`config.mk`:
```
export PLATFORM = sky130hd
export DESIGN_NAME = wide_cnt_snapshot
export DESIGN_NICKNAME = d
export VERILOG_FILES = /design/src/rtl/wcs_pkg.sv /design/src/rtl/wcs_counter.sv /design/src/rtl/wcs_hold.sv /design/src/rtl/wcs_access_fsm.sv /design/src/rtl/wide_cnt_snapshot.sv
export SDC_FILE = /design/constraint.sdc
export NUM_CORES = 1
export LEC_CHECK = 0
export BUFFER_PORTS_ARGS = -buffer_cell sky130_fd_sc_hd__buf_2
export CORE_MARGIN = 5
export CORE_UTILIZATION = 39
export CTS_CLUSTER_DIAMETER = 120
export DETAILED_ROUTE_END_ITERATION = 10
export PLACE_DENSITY_LB_ADDON = 0.1
export SYNTH_ARGS = -nofsm -noshare
export SYNTH_HDL_FRONTEND = slang
export SYNTH_SLANG_ARGS = --single-unit
```
`constraint.sdc`:
```
create_clock -name clk -period 2.4 [get_ports clk]
set_input_delay 0.48 -clock clk [delete_from_list [all_inputs] [get_ports clk]]
set_output_delay 0.48 -clock clk [all_outputs]
set_load 0.01 [all_outputs]
```
`src/rtl/wcs_pkg.sv`:
```
package wcs_pkg;

    typedef enum logic [1:0] {
        ST_IDLE      = 2'd0,
        ST_RESP_LO   = 2'd1,
        ST_RESP_HI   = 2'd2,
        ST_RESP_ZERO = 2'd3
    } wcs_state_e;

endpackage

```
`src/rtl/wcs_counter.sv`:
```
module wcs_counter #(
    parameter int CNT_W = 64
) (
    input  logic             clk,
    input  logic             rst_n,
    input  logic             inc,
    input  logic             sample,
    output logic [CNT_W-1:0] cnt
);

    logic [CNT_W-1:0] inc_ext;
    logic [CNT_W-1:0] cnt_nxt;

    assign inc_ext = {{(CNT_W-1){1'b0}}, inc};

    always_comb begin
        if (sample) begin
            cnt_nxt = inc_ext;
        end else begin
            cnt_nxt = cnt + inc_ext;
        end
    end

    always_ff @(posedge clk) begin
        if (!rst_n) begin
            cnt <= '0;
        end else begin
            cnt <= cnt_nxt;
        end
    end

    AST_CLEAR_ON_SAMPLE: assert property (@(posedge clk) disable iff (!rst_n)
        sample |=> cnt == {{(CNT_W-1){1'b0}}, $past(inc)});

    AST_INC_STEP: assert property (@(posedge clk) disable iff (!rst_n)
        !sample |=> cnt == $past(cnt) + {{(CNT_W-1){1'b0}}, $past(inc)});

endmodule

```
`src/rtl/wcs_hold.sv`:
```
module wcs_hold #(
    parameter int W = 32
) (
    input  logic         clk,
    input  logic         rst_n,
    input  logic         load,
    input  logic [W-1:0] d,
    output logic [W-1:0] q
);

    always_ff @(posedge clk) begin
        if (!rst_n) begin
            q <= '0;
        end else if (load) begin
            q <= d;
        end
    end

    AST_HOLD_LOAD: assert property (@(posedge clk) disable iff (!rst_n)
        load |=> q == $past(d));

    AST_HOLD_STABLE: assert property (@(posedge clk) disable iff (!rst_n)
        !load |=> $stable(q));

endmodule

```
`src/rtl/wcs_access_fsm.sv`:
```
module wcs_access_fsm
    import wcs_pkg::*;
#(
    parameter int DATA_W = 32,
    parameter int ADDR_W = 4
) (
    input  logic              clk,
    input  logic              rst_n,
    input  logic [ADDR_W-1:0] bus_addr,
    input  logic              bus_rd,
    input  logic              bus_wr,
    input  logic [DATA_W-1:0] live_lo,
    input  logic [DATA_W-1:0] held_hi,
    output logic              sample,
    output logic              bus_ready,
    output logic [DATA_W-1:0] bus_rdata
);

    localparam logic [ADDR_W-1:0] LO_IDX = ADDR_W'(0);
    localparam logic [ADDR_W-1:0] HI_IDX = ADDR_W'(1);

    wcs_state_e        state;
    wcs_state_e        state_nxt;
    logic [DATA_W-1:0] lo_q;

    assign sample = bus_rd && (bus_addr == LO_IDX);

    // Next-state decode: driven only by the request of this cycle.
    always_comb begin
        state_nxt = ST_IDLE;
        if (bus_rd) begin
            if (bus_addr == LO_IDX) begin
                state_nxt = ST_RESP_LO;
            end else if (bus_addr == HI_IDX) begin
                state_nxt = ST_RESP_HI;
            end else begin
                state_nxt = ST_RESP_ZERO;
            end
        end else if (bus_wr) begin
            state_nxt = ST_RESP_ZERO;
        end
    end

    // State register.
    always_ff @(posedge clk) begin
        if (!rst_n) begin
            state <= ST_IDLE;
        end else begin
            state <= state_nxt;
        end
    end

    // Lower half captured on the sampling edge.
    always_ff @(posedge clk) begin
        if (!rst_n) begin
            lo_q <= '0;
        end else if (sample) begin
            lo_q <= live_lo;
        end
    end

    // Output decode.
    always_comb begin
        bus_ready = 1'b0;
        bus_rdata = '0;
        unique case (state)
            ST_IDLE: begin
                bus_ready = 1'b0;
                bus_rdata = '0;
            end
            ST_RESP_LO: begin
                bus_ready = 1'b1;
                bus_rdata = lo_q;
            end
            ST_RESP_HI: begin
                bus_ready = 1'b1;
                bus_rdata = held_hi;
            end
            ST_RESP_ZERO: begin
                bus_ready = 1'b1;
                bus_rdata = '0;
            end
            default: begin
                bus_ready = 1'b0;
                bus_rdata = '0;
            end
        endcase
    end

    AST_READY_AFTER_ACCESS: assert property (@(posedge clk) disable iff (!rst_n)
        (bus_rd || bus_wr) |=> bus_ready);

    AST_NO_SPURIOUS_READY: assert property (@(posedge clk) disable iff (!rst_n)
        !(bus_rd || bus_wr) |=> !bus_ready);

    AST_WRITE_RETURNS_ZERO: assert property (@(posedge clk) disable iff (!rst_n)
        (bus_wr && !bus_rd) |=> bus_rdata == '0);

    AST_LO_MATCHES_SNAPSHOT: assert property (@(posedge clk) disable iff (!rst_n)
        sample |=> bus_rdata == $past(live_lo));

endmodule

```
`src/rtl/wide_cnt_snapshot.sv`:
```
module wide_cnt_snapshot #(
    parameter int DATA_W = 32,
    parameter int ADDR_W = 4
) (
    input  logic              clk,
    input  logic              rst_n,
    input  logic [ADDR_W-1:0] bus_addr,
    input  logic              bus_rd,
    input  logic              bus_wr,
    output logic [DATA_W-1:0] bus_rdata,
    output logic              bus_ready,
    input  logic              evt_inc
);

    localparam int CNT_W = 2 * DATA_W;

    logic [CNT_W-1:0]  cnt;
    logic [DATA_W-1:0] held_hi;
    logic              sample;

    wcs_counter #(.CNT_W(CNT_W)) u_cnt (
        .clk    (clk),
        .rst_n  (rst_n),
        .inc    (evt_inc),
        .sample (sample),
        .cnt    (cnt)
    );

    wcs_hold #(.W(DATA_W)) u_hold (
        .clk   (clk),
        .rst_n (rst_n),
        .load  (sample),
        .d     (cnt[CNT_W-1:DATA_W]),
        .q     (held_hi)
    );

    wcs_access_fsm #(.DATA_W(DATA_W), .ADDR_W(ADDR_W)) u_fsm (
        .clk       (clk),
        .rst_n     (rst_n),
        .bus_addr  (bus_addr),
        .bus_rd    (bus_rd),
        .bus_wr    (bus_wr),
        .live_lo   (cnt[DATA_W-1:0]),
        .held_hi   (held_hi),
        .sample    (sample),
        .bus_ready (bus_ready),
        .bus_rdata (bus_rdata)
    );

    AST_PAIR_COHERENT: assert property (@(posedge clk) disable iff (!rst_n)
        sample |=> held_hi == $past(cnt[CNT_W-1:DATA_W]));

endmodule

```
# Yosys cells after proc, flatten, opt, wreduce, memory -nomap -nowiden
# Index checks and enable logic that the tools add are counted.
dict set report totals {
  inputBits 9
  word_cells 24
  output_inout_bits 33
  register_bits 130
}
dict set report op_classes {
  eq_ne 4
  n_bitwise 1
  n_reduce_logical 6
  n_addsub 1
  muxes 7
}
# cell count
set ops {}
lappend ops {{$pmux W32 S3} 1}
lappend ops {{$add A64 B1 Y64} 1}
lappend ops {{$mux W2} 3}
lappend ops {{$eq A2 B2 Y1 const B} 2}
lappend ops {{$eq A4 B1 Y1 const B} 1}
lappend ops {{$logic_not A4 Y1} 1}
lappend ops {{$reduce_or A2 Y1} 2}
lappend ops {{$reduce_or A3 Y1} 1}
lappend ops {{$eq A2 B1 Y1 const B} 1}
lappend ops {{$logic_not A2 Y1} 1}
lappend ops {{$mux W1} 2}
lappend ops {{$pmux W1 S2} 1}
lappend ops {{$logic_and A1 B1 Y1} 1}
lappend ops {{$not A1 Y1} 1}

# Longest topological paths before layout
dict set report depth {
  ltp_word 4
  mapped_depth 8
  mapped_depth_nobuf 7
}

# Modules after synthesis
# From an unflattened synthesis, not the netlist that was laid out.
dict set report unflattened {
  hier_cells 642
  hier_area_um2 5904.4
}
# module cells_each area_per_inst_um2 seq_area_each_um2 n_inst
set by_module_without_submodules {}
lappend by_module_without_submodules {wcs_counter 350 2947.8 1281.2 1}
lappend by_module_without_submodules {wcs_access_fsm 189 1712.9 680.7 1}
lappend by_module_without_submodules {wcs_hold 103 1243.7 640.6 1}

# Least setup slack after synthesis
# OpenSTA, ideal clock, no wires.
dict set report synth_path {
  path_kind {input -> register}
  startpoint {input evt_inc}
  endpoint {register u_cnt.cnt[58]}
  cell_stages 8
  required_time_ns 2.268
  setup_time_ns 0.132
  setup_slack_ns 0.193
  arrival_time_ns 2.075
  path_buffers 1
  cell_sequence {ha_1 -> ha_1 -> nand3_1 -> nor3_1 -> nand4_2 -> buf_2 -> o41ai_1 -> a21oi_1}
}
dict set report synth_between {
  elab_chain_cells 1
}
# item line
set synth_lines {}
lappend synth_lines {{start: declaration} wide_cnt_snapshot.sv:12} ;# input logic evt_inc
lappend synth_lines {{$add A64 B1 Y64} wcs_counter.sv:20} ;# cnt_nxt = cnt + inc_ext;
lappend synth_lines {{end signal: assignment} wcs_counter.sv:28} ;# cnt <= cnt_nxt;
lappend synth_lines {{end: declaration} wcs_counter.sv:8} ;# output logic [CNT_W-1:0] cnt
# Every way passes these cells.
# A chain may end at the register's enable or synchronous reset.

# Final worst setup path
dict set report layout_path {
  startpoint {register u_cnt.cnt[0]}
  endpoint {register u_cnt.cnt[42]}
}
dict set report layout_between {
  elab_chain_cells 1
}
# item line
set layout_lines {}
lappend layout_lines {{$add A64 B1 Y64} wcs_counter.sv:20}
# Every way passes these cells.

==> flow_metrics.tcl <==
set metrics [dict create \
    skew_ns 0.00812 \
    whs_endpoint "u_fsm.state[0]" \
    rsz0062_at_grt "false" \
    fin_crit_sh_pct 91.0 \
    synthToLayoutAreaGrowth_pct 21.3 \
    insertion_delay_ns 0.42 \
    routed_via_density 5.36 \
    max_freq_mhz 458 \
    portBuffers 41 \
    r2r_end "u_cnt.cnt[42]" \
    routedWlPerCell_um 16.0 \
    ys_seq_elements 130 \
    drtIter0Drc 408 \
    ir_drop_v 0.000471 \
    leakage_nw 2.45 \
    outcome "complete, no violations" \
    grt_max_degree 70 \
    finalMaxSlewViolations 0 \
    power.density_mw_per_mm2 666 \
    critPathLaunchType "flop" \
    reg2reg_slack_ns 0.22 \
    syn_avg_cell_area_um2 8.40 \
    synth_ff_type "dfxtp_1" \
    cp.required_ns 2.71 \
    hp-class "input pin to flop" \
    rr_worst_depth 8 \
    drcViolationCount 0 \
    hp-start "bus_addr[0]" \
    grt_pass1_wl_mm 25.1 \
    dr_wl_met3_um 537 \
    grt_pass1_vias 4826 \
    ioPinCount 42 \
    gp_congestion 0.848 \
    syn-cell-area_mm2 0.00572 \
    yosysSeqAreaShare_pct 45.5 \
    chipHeight_um 131 \
    core_area_mm2 0.0145 \
    crit_type "flop to flop" \
    cp.arrival_ns 2.50 \
    fin_setup_tns_ns 0 \
    synthArstFlopShare_pct 0 \
    antenna_found_initial 0 \
    wl_met2_mm 7.08 \
    synth_warnings 0 \
    hpwlAfterDp_mm 10.6 \
    clock-sinks 130 \
    holdPathStages 2 \
    nets 758 \
    dp_cells 912 \
    syn_inst 681 \
    n_antenna_cell 0 \
    hold_violations 0 \
    dr.pass1.iters 4 \
    r2r_start "u_cnt.cnt[0]" \
    layout_common_cells "150 x nand2_1, 130 x dfxtp_1, 65 x a21boi_0" \
    instances_no_fill 944 \
    root_buffer "clkbuf_16" \
    tritoncts "done" \
    grt-ovfl-total 0 \
    core.rowCount 44 \
    critPathMaxFanout 6 \
    crit_path_end_kind "flop" \
    fin_crit_ns 2.18 \
    drive_above_1_share_pct 18.0 \
    routed.top_layer "met4" \
    clk_pin_slew_ns 0.06 \
    initial_core_util_pct 39.5 \
    die-area_mm2 0.0172 \
    routed_wl_mm 15.1 \
    grt_usage_pct 17.7 \
    slew_headroom_pct 52.9 \
    ys_types 38 \
    finalSetupViolCount 0 \
    vias 5061 \
    ant_nets 0 \
    synth-edff-count 0 \
    cts_buffers 17 \
    htree_levels 4 \
    clockBufferDepth 2 \
    wl_met1_mm 7.20 \
    die_w_um 131 \
    drv_cap 0 \
    worst_pin_slew_ns 0.707 \
    layout.cells.most_common "nand2_1" \
    syn_nets 692 \
]
cells in the mapped netlist (2+ instances only):
cell type	count	area (um^2)
nor2_1	40	150
buf_1	2	7.51
a21oi_1	29	145
nor3_1	8	40.0
xor2_1	17	149
and4_1	4	35.0
nand2_1	151	567
a22o_1	32	280
and3_1	7	43.8
a21boi_0	65	488
o21ai_0	20	100
nor2b_1	3	18.8
dfxtp_1	130	2600
xnor2_1	15	131
nand4_2	2	25.0
or2_2	5	31.3
o31ai_1	8	60.1
inv_1	8	30.0
clkbuf_1	36	135
or4_1	9	67.6
nand4_1	22	138
nor4_4	2	42.5
nor4_1	7	43.8
ha_1	2	25.0
buf_2	2	10.0
nand3_1	25	125
or3_1	19	119
power breakdown:
part           leakage, nW  internal, W  switching, W
clock network        0.264      0.00138      0.000940
logic                 1.14    0.0000477     0.0000873
registers             1.05      0.00217    0.00000452
state kept, by name, indices dropped and copies added, names as in the netlist:
signal / flops
u_cnt.cnt: 64
u_fsm.lo_q: 32
u_fsm.state: 2
u_hold.q: 32
worst max path at each step:
stage | from | to | slack, ns | depth (start not counted)
after floorplan | evt_inc | u_cnt.cnt[58] | 0.19 | 8
after global placement | evt_inc | u_cnt.cnt[58] | 0.04 | 9
after detailed placement | evt_inc | u_cnt.cnt[52] | -0.03 | 9
after CTS | u_cnt.cnt[0] | u_cnt.cnt[52] | 0.20 | 8
after global routing | u_cnt.cnt[13] | u_cnt.cnt[58] | 0.07 | 6
final | u_cnt.cnt[0] | u_cnt.cnt[42] | 0.22 | 8
critical path, cell delays in order, from the launching register on:
cell and delay (ns):
dfxtp_1 0.33, ha_1 0.21, ha_1 0.20, buf_4 0.12
and3_1 0.27, nand3_1 0.30, nor4_1 0.42, xnor2_1 0.17
nor2_1 0.05
per-stage QoR:
step	utilization, %	setup WS [ns]	power [W]	cell area (um^2)	hold WS (ns)
after floorplan	-	0.193	0.00230	5720	0.443
after global placement	44.2	0.0382	0.00235	6410	0.453
after detailed placement	44.2	-0.0254	0.00235	6410	0.459
after CTS	47.9	0.199	0.00468	6940	0.301
after global routing	48.0	0.0657	0.00480	6940	0.314
final	48.0	0.216	0.00463	6940	0.314
routing by layer:
layer | vias up | track usage, %
met2 | 84 | 27.4
met4 | 0 | 7.27
li1 | 2540 | -
met1 | 2412 | 24.0
met5 | - | 0
met3 | 25 | 3.78
final cells by class:
| cell class | count | area, um^2 |
|---|---|---|
| timing repair buffer | 87 | 588 |
| clock buffer | 21 | 470 |
| sequential | 130 | 2600 |
| inverter | 8 | 30.0 |
| tap | 184 | 230 |
| multi-input combinational | 503 | 2960 |
| fill | 1407 | 7530 |
| clock inverter | 11 | 62.6 |
cells by family (layout without fill, tap and decap cells):
logic type	count (synthesis)	count (layout)	synth area share, %
buf+inv	48	127	3.19
mux	1	1	0.175
flops	130	130	45.5
compound gates	156	156	19.1
xor+xnor	32	32	4.90
simple gates	312	312	26.8
fa+ha+maj	2	2	0.437
timing repair:
item,4_1_cts,5_1_grt
gates resized for setup,0,1
hold buffers,0,0
endpoints found under the setup margin,0,3
setup buffers,0,0
Note: power is estimated with default switching activity, not from simulation.
